## src/rtl/regfile_pkg.sv

```systemverilog
package regfile_pkg;

    localparam int WORD_W = 16;
    localparam int NGPR   = 7;
    localparam int NBANK  = 2;
    localparam int TBH_W  = 4;
    localparam int FLG_W  = 8;
    localparam int FLG_BANK = 4;
    localparam int FLG_STK  = 7;

    typedef enum logic [3:0] {
        RID_D0   = 4'd0,
        RID_D1   = 4'd1,
        RID_D2   = 4'd2,
        RID_D3   = 4'd3,
        RID_AD0  = 4'd4,
        RID_AD1  = 4'd5,
        RID_FRM  = 4'd6,
        RID_SP   = 4'd7,
        RID_USP  = 4'd8,
        RID_ISP  = 4'd9,
        RID_SB   = 4'd10,
        RID_TBL  = 4'd11,
        RID_TBH  = 4'd12,
        RID_FLG  = 4'd13,
        RID_NA14 = 4'd14,
        RID_NA15 = 4'd15
    } reg_id_e;

    typedef enum logic [1:0] {
        WID_BYTE  = 2'd0,
        WID_WORD  = 2'd1,
        WID_DWORD = 2'd2,
        WID_RSV   = 2'd3
    } acc_wid_e;

endpackage

```

## src/rtl/rf_gpr_banks.sv

```systemverilog
module rf_gpr_banks #(
    parameter int NBANK = 2,
    parameter int NGPR  = 7,
    parameter int WW    = 16
) (
    input  logic                          clk,
    input  logic                          rst,
    input  logic [$clog2(NBANK)-1:0]      bank,
    input  logic [NGPR-1:0]               lo_we,
    input  logic [NGPR-1:0]               hi_we,
    input  logic [NGPR-1:0][WW-1:0]       wd,
    output logic [NGPR-1:0][WW-1:0]       act
);
    localparam int HW  = WW / 2;
    localparam int BSW = $clog2(NBANK);

    logic [WW-1:0] bank_q [NBANK][NGPR];

    for (genvar b = 0; b < NBANK; b++) begin : g_bank
        for (genvar r = 0; r < NGPR; r++) begin : g_reg
            logic [WW-1:0] q;
            always_ff @(posedge clk) begin
                if (rst) begin
                    q <= '0;
                end else if (bank == BSW'(b)) begin
                    if (lo_we[r]) q[HW-1:0]  <= wd[r][HW-1:0];
                    if (hi_we[r]) q[WW-1:HW] <= wd[r][WW-1:HW];
                end
            end
            assign bank_q[b][r] = q;
        end
    end

    always_comb begin
        for (int r = 0; r < NGPR; r++) begin
            act[r] = bank_q[bank][r];
        end
    end
endmodule

```

## src/rtl/rf_sys_regs.sv

```systemverilog
module rf_sys_regs #(
    parameter int WW    = 16,
    parameter int TBH_W = 4,
    parameter int FLG_W = 8
) (
    input  logic             clk,
    input  logic             rst,
    input  logic [WW-1:0]    wd,
    input  logic             we_usp,
    input  logic             we_isp,
    input  logic             we_sb,
    input  logic             we_tbl,
    input  logic             we_tbh,
    input  logic             we_flg,
    output logic [WW-1:0]    usp,
    output logic [WW-1:0]    isp,
    output logic [WW-1:0]    sb,
    output logic [WW-1:0]    tbl,
    output logic [TBH_W-1:0] tbh,
    output logic [FLG_W-1:0] flg
);
    always_ff @(posedge clk) begin
        if (rst) begin
            usp <= '0;
            isp <= '0;
            sb  <= '0;
            tbl <= '0;
            tbh <= '0;
            flg <= '0;
        end else begin
            if (we_usp) usp <= wd;
            if (we_isp) isp <= wd;
            if (we_sb)  sb  <= wd;
            if (we_tbl) tbl <= wd;
            if (we_tbh) tbh <= wd[TBH_W-1:0];
            if (we_flg) flg <= wd[FLG_W-1:0];
        end
    end
endmodule

```

## src/rtl/rf_read_port.sv

```systemverilog
module rf_read_port
    import regfile_pkg::*;
#(
    parameter int NGPR  = 7,
    parameter int WW    = 16,
    parameter int TBH_W = 4,
    parameter int FLG_W = 8
) (
    input  logic [3:0]              id,
    input  logic [1:0]              wid,
    input  logic                    lane,
    input  logic                    stk,
    input  logic [NGPR-1:0][WW-1:0] act,
    input  logic [WW-1:0]           usp,
    input  logic [WW-1:0]           isp,
    input  logic [WW-1:0]           sb,
    input  logic [WW-1:0]           tbl,
    input  logic [TBH_W-1:0]        tbh,
    input  logic [FLG_W-1:0]        flg,
    output logic [2*WW-1:0]         data
);
    localparam int HW  = WW / 2;
    localparam int DW  = 2 * WW;
    localparam int GIW = $clog2(NGPR);

    reg_id_e        id_e;
    acc_wid_e       wid_e;
    logic [GIW-1:0] gi;
    logic [GIW-1:0] gi_up;

    assign id_e  = reg_id_e'(id);
    assign wid_e = acc_wid_e'(wid);
    assign gi    = GIW'(id);
    assign gi_up = gi + GIW'(2);

    always_comb begin
        data = '0;
        case (wid_e)
            WID_BYTE: begin
                if (id_e == RID_D0 || id_e == RID_D1) begin
                    data = DW'(lane ? act[gi][WW-1:HW] : act[gi][HW-1:0]);
                end
            end
            WID_WORD: begin
                if (id_e <= RID_FRM) begin
                    data = DW'(act[gi]);
                end else begin
                    case (id_e)
                        RID_SP:  data = DW'(stk ? isp : usp);
                        RID_USP: data = DW'(usp);
                        RID_ISP: data = DW'(isp);
                        RID_SB:  data = DW'(sb);
                        RID_TBL: data = DW'(tbl);
                        RID_TBH: data = DW'(tbh);
                        RID_FLG: data = DW'(flg);
                        default: data = '0;
                    endcase
                end
            end
            WID_DWORD: begin
                if (id_e == RID_D0 || id_e == RID_D1) begin
                    data = {act[gi_up], act[gi]};
                end
            end
            default: data = '0;
        endcase
    end
endmodule

```

## src/rtl/banked_regfile.sv

```systemverilog
module banked_regfile
    import regfile_pkg::*;
(
    input  logic        clk,
    input  logic        rst,
    input  logic        we,
    input  logic [3:0]  w_id,
    input  logic [1:0]  w_wid,
    input  logic        w_lane,
    input  logic [31:0] w_data,
    input  logic [3:0]  ra_id,
    input  logic [1:0]  ra_wid,
    input  logic        ra_lane,
    output logic [31:0] ra_data,
    input  logic [3:0]  rb_id,
    input  logic [1:0]  rb_wid,
    input  logic        rb_lane,
    output logic [31:0] rb_data,
    output logic [7:0]  flags_o
);
    localparam int HW  = WORD_W / 2;
    localparam int GIW = $clog2(NGPR);

    logic [NGPR-1:0]             lo_we, hi_we;
    logic [NGPR-1:0][WORD_W-1:0] gwd;
    logic [NGPR-1:0][WORD_W-1:0] act;
    logic we_usp, we_isp, we_sb, we_tbl, we_tbh, we_flg;
    logic [WORD_W-1:0] usp, isp, sb, tbl;
    logic [TBH_W-1:0]  tbh;
    logic [FLG_W-1:0]  flg;
    logic              bank, stk;
    reg_id_e           wid_id;
    acc_wid_e          wid_w;
    logic [GIW-1:0]    wi, wi_up;

    assign bank   = flg[FLG_BANK];
    assign stk    = flg[FLG_STK];
    assign wid_id = reg_id_e'(w_id);
    assign wid_w  = acc_wid_e'(w_wid);
    assign wi     = GIW'(w_id);
    assign wi_up  = wi + GIW'(2);

    always_comb begin
        lo_we  = '0;
        hi_we  = '0;
        gwd    = '0;
        we_usp = 1'b0;
        we_isp = 1'b0;
        we_sb  = 1'b0;
        we_tbl = 1'b0;
        we_tbh = 1'b0;
        we_flg = 1'b0;
        if (we) begin
            case (wid_w)
                WID_BYTE: begin
                    if (wid_id == RID_D0 || wid_id == RID_D1) begin
                        lo_we[wi] = ~w_lane;
                        hi_we[wi] = w_lane;
                        gwd[wi]   = {2{w_data[HW-1:0]}};
                    end
                end
                WID_WORD: begin
                    if (wid_id <= RID_FRM) begin
                        lo_we[wi] = 1'b1;
                        hi_we[wi] = 1'b1;
                        gwd[wi]   = w_data[WORD_W-1:0];
                    end else begin
                        case (wid_id)
                            RID_SP:  begin we_isp = stk; we_usp = ~stk; end
                            RID_USP: we_usp = 1'b1;
                            RID_ISP: we_isp = 1'b1;
                            RID_SB:  we_sb  = 1'b1;
                            RID_TBL: we_tbl = 1'b1;
                            RID_TBH: we_tbh = 1'b1;
                            RID_FLG: we_flg = 1'b1;
                            default: ;
                        endcase
                    end
                end
                WID_DWORD: begin
                    if (wid_id == RID_D0 || wid_id == RID_D1) begin
                        lo_we[wi]    = 1'b1;
                        hi_we[wi]    = 1'b1;
                        gwd[wi]      = w_data[WORD_W-1:0];
                        lo_we[wi_up] = 1'b1;
                        hi_we[wi_up] = 1'b1;
                        gwd[wi_up]   = w_data[2*WORD_W-1:WORD_W];
                    end
                end
                default: ;
            endcase
        end
    end

    rf_gpr_banks #(.NBANK(NBANK), .NGPR(NGPR), .WW(WORD_W)) i_banks (
        .clk(clk), .rst(rst), .bank(bank),
        .lo_we(lo_we), .hi_we(hi_we), .wd(gwd), .act(act)
    );

    rf_sys_regs #(.WW(WORD_W), .TBH_W(TBH_W), .FLG_W(FLG_W)) i_sys (
        .clk(clk), .rst(rst), .wd(w_data[WORD_W-1:0]),
        .we_usp(we_usp), .we_isp(we_isp), .we_sb(we_sb),
        .we_tbl(we_tbl), .we_tbh(we_tbh), .we_flg(we_flg),
        .usp(usp), .isp(isp), .sb(sb), .tbl(tbl), .tbh(tbh), .flg(flg)
    );

    rf_read_port #(.NGPR(NGPR), .WW(WORD_W), .TBH_W(TBH_W), .FLG_W(FLG_W)) i_rd_a (
        .id(ra_id), .wid(ra_wid), .lane(ra_lane), .stk(stk), .act(act),
        .usp(usp), .isp(isp), .sb(sb), .tbl(tbl), .tbh(tbh), .flg(flg),
        .data(ra_data)
    );

    rf_read_port #(.NGPR(NGPR), .WW(WORD_W), .TBH_W(TBH_W), .FLG_W(FLG_W)) i_rd_b (
        .id(rb_id), .wid(rb_wid), .lane(rb_lane), .stk(stk), .act(act),
        .usp(usp), .isp(isp), .sb(sb), .tbl(tbl), .tbh(tbh), .flg(flg),
        .data(rb_data)
    );

    assign flags_o = flg;
endmodule

```

## config.mk

```make
export PLATFORM = sky130hd
export DESIGN_NAME = banked_regfile
export DESIGN_NICKNAME = d
export VERILOG_FILES = /design/src/rtl/regfile_pkg.sv /design/src/rtl/rf_gpr_banks.sv /design/src/rtl/rf_sys_regs.sv /design/src/rtl/rf_read_port.sv /design/src/rtl/banked_regfile.sv
export SDC_FILE = /design/constraint.sdc
export NUM_CORES = 1
export LEC_CHECK = 0
export ABC_CLOCK_PERIOD_IN_PS = 2640
export BUFFER_PORTS_ARGS = -buffer_cell sky130_fd_sc_hd__buf_2
export CORE_MARGIN = 1.5
export CORE_UTILIZATION = 56
export DETAILED_ROUTE_END_ITERATION = 8
export MAX_ROUTING_LAYER = met4
export PLACE_DENSITY = 0.75
export SETUP_SLACK_MARGIN = 0.1
export SLEW_MARGIN = 10
export SYNTH_ARGS = -nofsm -noshare
export SYNTH_HDL_FRONTEND = slang
export SYNTH_SLANG_ARGS = --single-unit
```

## constraint.sdc

```tcl
create_clock -name clk -period 2.64 [get_ports clk]
set_input_delay 0.396 -clock clk [delete_from_list [all_inputs] [get_ports clk]]
set_output_delay 0.396 -clock clk [all_outputs]
set_load 0.05 [all_outputs]
```

== Word-level counts from Yosys, hierarchy flattened ==
Index checks and enable logic that the tools add are counted.

* Bits of input ports: 56
* Latch bits: 0
* Memories: 0
* RAM bits: 0
* Memory bits (read-only): 0
* Register bits: 300

* Bitwise gates (word level): 9
* Shifts and indexed selects: 0
* Mux-type cells: 70
* Multipliers: 0
* Reduce and logical (&&, ||, !) cells: 39
* Div/mod/pow operators: 0
* Order comparisons: 12
* Add/sub/neg operators: 3
* Eq/ne operators: 30

{| class="wikitable"
|+ Operators with widths
! kind !! count
|-
| 112-bit 2-to-1 mux || 7
|-
| 32-bit one-hot mux with 7 select lines || 2
|-
| 112-bit one-hot mux with 3 select lines || 1
|-
| 112-bit AND || 2
|-
| 16-bit binary-select mux with 3-bit select || 4
|-
| 32-bit 2-to-1 mux || 6
|-
| 32-bit one-hot mux with 3 select lines || 2
|-
| 112-bit bitwise mux || 1
|-
| 16-bit 2-to-1 mux || 7
|-
| 16-bit demux with 3-bit select || 2
|-
| 4-bit == test (second input constant) || 18
|-
| 2-bit AND reduction || 28
|-
| 7-bit 2-to-1 mux || 6
|-
| 7-bit one-hot mux with 3 select lines || 2
|-
| 3-bit by 4-bit less-than comparator with 1-bit output (second input constant) || 6
|-
| 1-bit 2-to-1 mux || 24
|-
| 8-bit 2-to-1 mux || 2
|-
| 7-bit AND || 2
|-
| 4-bit by 1-bit == test with 1-bit output (second input constant) || 3
|-
| 4-bit by 3-bit == test with 1-bit output (second input constant) || 3
|-
| 4-bit by 3-bit less-or-equal comparator with 1-bit output (second input constant) || 3
|-
| 4-bit zero test || 3
|-
| 3-bit by 2-bit adder with 3-bit output (second input constant) || 3
|-
| 7-bit OR || 1
|-
| other kinds (11) || 25
|}

== Logic depth before layout (Yosys ltp) ==
* Depth in word-level cells: 10
* Mapped depth: 9

== Modules after synthesis ==
From an unflattened synthesis, not the netlist that was laid out.

* Cell total of the unflattened synthesis: 2274
* Area total of the unflattened synthesis: 20873.8 um^2

{| class="wikitable"
|+ Modules (own cells, without submodules)
! module !! sequential area each (um^2) !! cells an instance !! area an instance (um^2) !! times used
|-
| rf_gpr_banks || 4484.3 || 996 || 10659.0 || 1
|-
| rf_read_port at i_rd_b || 0.0 || 406 || 3144.3 || 1
|-
| rf_read_port at i_rd_a || 0.0 || 368 || 2757.6 || 1
|-
| rf_sys_regs || 1521.5 || 246 || 2743.9 || 1
|-
| banked_regfile || 0.0 || 258 || 1569.0 || 1
|}

== Worst setup path before layout ==
OpenSTA, ideal clock, no wires.

* Path type: in2out
* Start point: input rb_id[0]
* End point: output rb_data[4]
* Stages: 8
* Slack: -1.246 ns
* Data required time: 2.244 ns
* Arrival time: 3.490 ns
* Cells stage by stage: buf_2 -> buf_2 -> buf_2 -> nor2b_1 -> a22oi_1 -> o22ai_1 -> a222oi_1 -> o311ai_0

* Word-level cells in the longest chain between the ends: 5
* Elaborated cells on any way between the ends: 19
* Classes of those cells: 1 x order compare; 8 x eq/ne; 8 x mux; 2 x reduce/logical

{| class="wikitable"
|+ Ends and longest elaborated chain
! item !! RTL line !! RTL
|-
| start: declaration || banked_regfile.sv:15 || <nowiki>input logic [3:0] rb_id,</nowiki>
|-
| 16-bit binary-select mux with 3-bit select || rf_read_port.sv:41, rf_read_port.sv:46, rf_read_port.sv:62 ||
|-
| 16-bit 2-to-1 mux (implied by the code) || rf_read_port.sv:41 || <nowiki>data = DW'(lane ? act[gi][WW-1:HW] : act[gi][HW-1:0]);</nowiki>
|-
| 8-bit 2-to-1 mux || rf_read_port.sv:41 ||
|-
| 32-bit 2-to-1 mux || rf_read_port.sv:40 || <nowiki>if (id_e == RID_D0 || id_e == RID_D1) begin</nowiki>
|-
| 32-bit one-hot mux with 3 select lines * || rf_read_port.sv:38 || <nowiki>case (wid_e)</nowiki>
|-
| end: declaration || banked_regfile.sv:18 || <nowiki>output logic [31:0] rb_data,</nowiki>
|}

Every way passes the cells marked *; elsewhere a longest branch is shown, timed or not. The select of a mux whose other input is x is not followed.

== Final worst setup path ==
* Start point: register i_sys.flg[4]
* End point: output rb_data[7]

* Word-level cells in the longest chain between the ends: 9
* Elaborated cells on any way between the ends: 11
* Classes of those cells: 10 x mux; 1 x bitwise

{| class="wikitable"
|+ Ends and longest elaborated chain
! item !! RTL line !! RTL
|-
| start: declaration || rf_sys_regs.sv:20 || <nowiki>output logic [FLG_W-1:0] flg</nowiki>
|-
| start signal: assignment || rf_sys_regs.sv:36 || <nowiki>if (we_flg) flg <= wd[FLG_W-1:0];</nowiki>
|-
| 1-bit inverter with 2-bit output (implied by the code) * || rf_gpr_banks.sv:36 || <nowiki>act[r] = bank_q[bank][r];</nowiki>
|-
| 112-bit 2-to-1 mux (implied by the code) * (3 in series) || rf_gpr_banks.sv:36 ||
|-
| 16-bit binary-select mux with 3-bit select * || rf_read_port.sv:41, rf_read_port.sv:46, rf_read_port.sv:62 ||
|-
| 16-bit 2-to-1 mux (implied by the code) * || rf_read_port.sv:41 ||
|-
| 8-bit 2-to-1 mux || rf_read_port.sv:41 ||
|-
| 32-bit 2-to-1 mux || rf_read_port.sv:40 ||
|-
| 32-bit one-hot mux with 3 select lines * || rf_read_port.sv:38 ||
|}

Marks and branches as above.

==> impl_summary.txt <==
----------------------------------------------------
[Run status]
  Run status ... finished with violations
  Violated checks ... negative setup slack

[Clock network]
  Clock-pin transition on the worst setup and hold timing paths ... 0.06 ns
  TritonCTS clock tree ... built
  Total number of H-tree levels ... 2
  Insertion delay to the later sink of the worst-skew pair ... 0.54 ns
  Total of hold buffers inserted after clock tree synthesis ... 0
  Number of buffers inserted during clock tree synthesis ... 35
  Maximum root-to-sink buffer count ... 3
  Clk root buf ... clkbuf_16
  Clock Sink Count ... 300

[Global route]
  Global-route wire length before repair ... 118 mm
  Gr usage total ... 48.2%
  Via count of the first global-routing pass ... 18736
  Total congestion overflow ... 0
  Largest net degree at the start of global routing ... 128
  Number of antenna violations at the first check in global routing ... 0

[Yosys]
  Post-Syn Area per Cell ... 8.95 um^2
  Yosys synthesis warning count ... 0
  Synthesized cell area ... 0.0186 mm^2
  Count of flip-flops with a built-in enable after synthesis ... 0
  Number of distinct library cells after synthesis ... 77
  Syn Nets ... 2131
  Number of synthesized register bits ... 300
  Ys flop type ... dfxtp_1
  Share of synthesized area occupied by flip-flops and latches ... 32.4%
  Synth Instances ... 2073
  Async SR Flop Fraction ... 0%

[Timing]
  Setup Viol. Count Final ... 61
  Peak Freq ... 316 MHz
  Minimum clock period after layout ... 3.16 ns
  Final number of max-transition violations ... 0
  Actual slew at the worst max-slew pin ... 1.03 ns
  Setup skew after layout ... 0.0134 ns
  Slew HR ... 30.8%
  Final Hold Vio Count ... 0
  Ratio of final minimum period to clock period ... 120%
  Slack of the critical path ... -0.520 ns
  Unrepaired setup endpoints after global routing ... true

[Setup path]
  Critical path's most frequent cell ... buf_12
  WP buf/inv ... 4
  Delay of the slowest cell on the worst path ... 0.54 ns
  Worst endpoint data arrival time ... 2.76 ns
  Worst endpoint required time ... 2.24 ns
  Sort of element at the end of the critical path ... output pin
  Slowest cell on the critical path ... mux4_2
  Critical-path maximum fanout ... 6
  Cell class contributing the biggest share of worst-path delay ... multiplexers
  Startpoint class of the critical path ... flip-flop
  Worst-path cell chain ... buf_12, buf_12, mux4_2, mux2i_2, nor2_2, o31ai_2, o211ai_1, buf_4, buf_12
  Kind of critical path ... flip-flop to output pin

[Floorplanning]
  Die width ... 185 um
  Die ar. ... 0.0342 mm^2
  Area of the core region ... 0.0326 mm^2
  Initial core utilization ... 56.9%
  Die Y ... 185 um
  # IOs ... 128
  Cell row count ... 66

[Power]
  Worst IR Drop VDD ... 594 uV
  Static Leak ... 0.00949 uW
  Pwr dens ... 426 mW/mm^2
  Total Power ... 10800 uW

[Cells and area]
  Diode count ... 0
  Commonest non-fill, non-tap cell in the layout ... dfxtp_1
  Share of cells above drive strength 1 ... 36.2%
  # nets final ... 2435
  Area grow syn2layout ... 36.9%
  Final core utilization ... 77.9%
  Most used cells in the layout excluding fill and tap cells ... dfxtp_1, nor2_1, buf_4
  Count of fill cells added during filler insertion ... 2148

[Hold path]
  Class of the most critical hold timing path ... input pin to flip-flop

[Detailed routing]
  Starting DRC count in detailed routing ... 2632
  Detail-routed net length per standard cell ... 29.5 um
  Vias ... 19822
  Number of remaining DRC errors ... 0
  Router iterations before antenna repair ... 6
  Avg Vias per Cell ... 6.98
  Final antenna-violating net count ... 0
  Post-detailed-routing wire length ... 83.7 mm

[Run]
  Count of maximum capacitance violations ... 0

[Placed design]
  Number of port buffers ... 127
  DP Wirelength ... 57.3 mm
  GPL Wtd Cong ... 1.03

----------------------------------------------------
==> worst paths after layout <==
kind                                                       from                         endpoint  slack, ns  depth (start not counted)
worst min-delay path                                 w_data[23]  i_banks.g_bank[0].g_reg[2].q[7]       0.26                          3
worst max-delay path                               i_sys.flg[4]                       rb_data[7]      -0.52                          9
worst max register to register                     i_sys.flg[4]  i_banks.g_bank[1].g_reg[5].q[6]       0.08                         10
worst min register to register  i_banks.g_bank[0].g_reg[4].q[6]  i_banks.g_bank[0].g_reg[4].q[6]       0.47                          2
==> stage by stage <==
stage	cell area, um^2	setup slack [ns]	instances	TNS, ns	hold WS, ns
after global routing	25400	-0.519	2840	-19.67	0.282
after CTS	24700	-0.441	2821	-14.16	0.262
after global placement	21900	-0.325	2721	-3.90	0.456
final	25400	-0.520	2840	-18.99	0.264
after detailed placement	21900	-0.313	2721	-4.50	0.462
after floorplan	19200	0.0705	2073	0	0.436
==> tightest hold or removal path, cell delays in order <==
cell	delay (ns)
buf_2	0.09
a22oi_1	0.07
a211oi_1	0.20
==> area by class of cell <==
| class | count | area (um^2) | area share (%) |
|---|---|---|---|
| Multi-Input combinational cell | 1548 | 13200 | 51.8 |
| Sequential cell | 300 | 6010 | 23.6 |
| Timing Repair Buffer | 475 | 4510 | 17.7 |
| Clock buffer | 48 | 985 | 3.87 |
| Tap cell | 442 | 553 | 2.18 |
| Clock inverter | 10 | 128 | 0.502 |
| Inverter | 17 | 71.3 | 0.281 |
==> per-layer routing <==
layer  GRT usage, %  vias up  part of all wire, %
met4           27.8        0                  7.4
met3           12.6      451                   13
met2           71.8     1588                   43
li1               -     8310                    -
met5              -        -                    0
met1           59.1     9473                   36
==> power by group <==
group | internal, uW | total, uW | switching, uW
Clock | 2810 | 4830 | 2020
Sequential | 4540 | 4560 | 16.6
Combinational | 528 | 1440 | 916
Total | 7880 | 10800 | 2960
==> registers in the layout (all words and copies together), names as in the netlist <==
name	count
i_banks.g_bank.g.q	224
i_sys.isp	16
i_sys.sb	16
i_sys.tbl	16
i_sys.usp	16
i_sys.flg	8
i_sys.tbh	4
==> cell families after synthesis <==
kind of cell | share of synthesized area [%]
buffers and inverters | 5.04
and+or+nand+nor | 17.0
AOI/OAI and AO/OA | 17.9
DFF | 32.4
muxes | 27.5
adders and majority gates | 0.135
==> synth_stat cells (4+ instances only) <==
library cell,number,area [um^2]
nand2_1,170,638
nand2b_1,24,150
a211oi_1,102,766
o22a_1,8,70.1
mux2_2,32,360
a221o_1,13,130
a31oi_1,10,62.6
nand3_1,83,415
mux4_2,94,2120
o22ai_1,19,119
mux2i_1,263,2630
nand4_1,4,25.0
a21oi_1,103,515
a21o_1,4,30.0
buf_2,55,275
o21ai_0,35,175
a22oi_1,42,315
nor3_1,25,125
clkbuf_1,128,480
a32oi_1,14,123
inv_1,16,60.1
and3_1,4,25.0
buf_1,19,71.3
and2_1,34,213
nor2b_1,35,219
o32ai_1,7,61.3
o221ai_1,13,114
nor2_1,272,1020
dfxtp_1,300,6010
o211ai_1,5,37.5
nor4_1,5,31.3
a22o_1,29,254
a311oi_1,5,43.8
a222oi_1,6,60.1
nand3b_1,11,82.6
a211o_1,5,43.8
a2bb2oi_1,4,35.0
o2bb2ai_1,5,43.8
o21ai_1,4,20.0
==> repair_timing <==
item | CTS | global route
pin swaps | 60 | 76
cloned | 5 | 0
buffers inserted | 37 | 29
gates resized for setup | 320 | 147
setup endpoints to repair | 71 | 65
endpoints found under the hold margin | 0 | 0
Power figures use the tool's default switching activity.
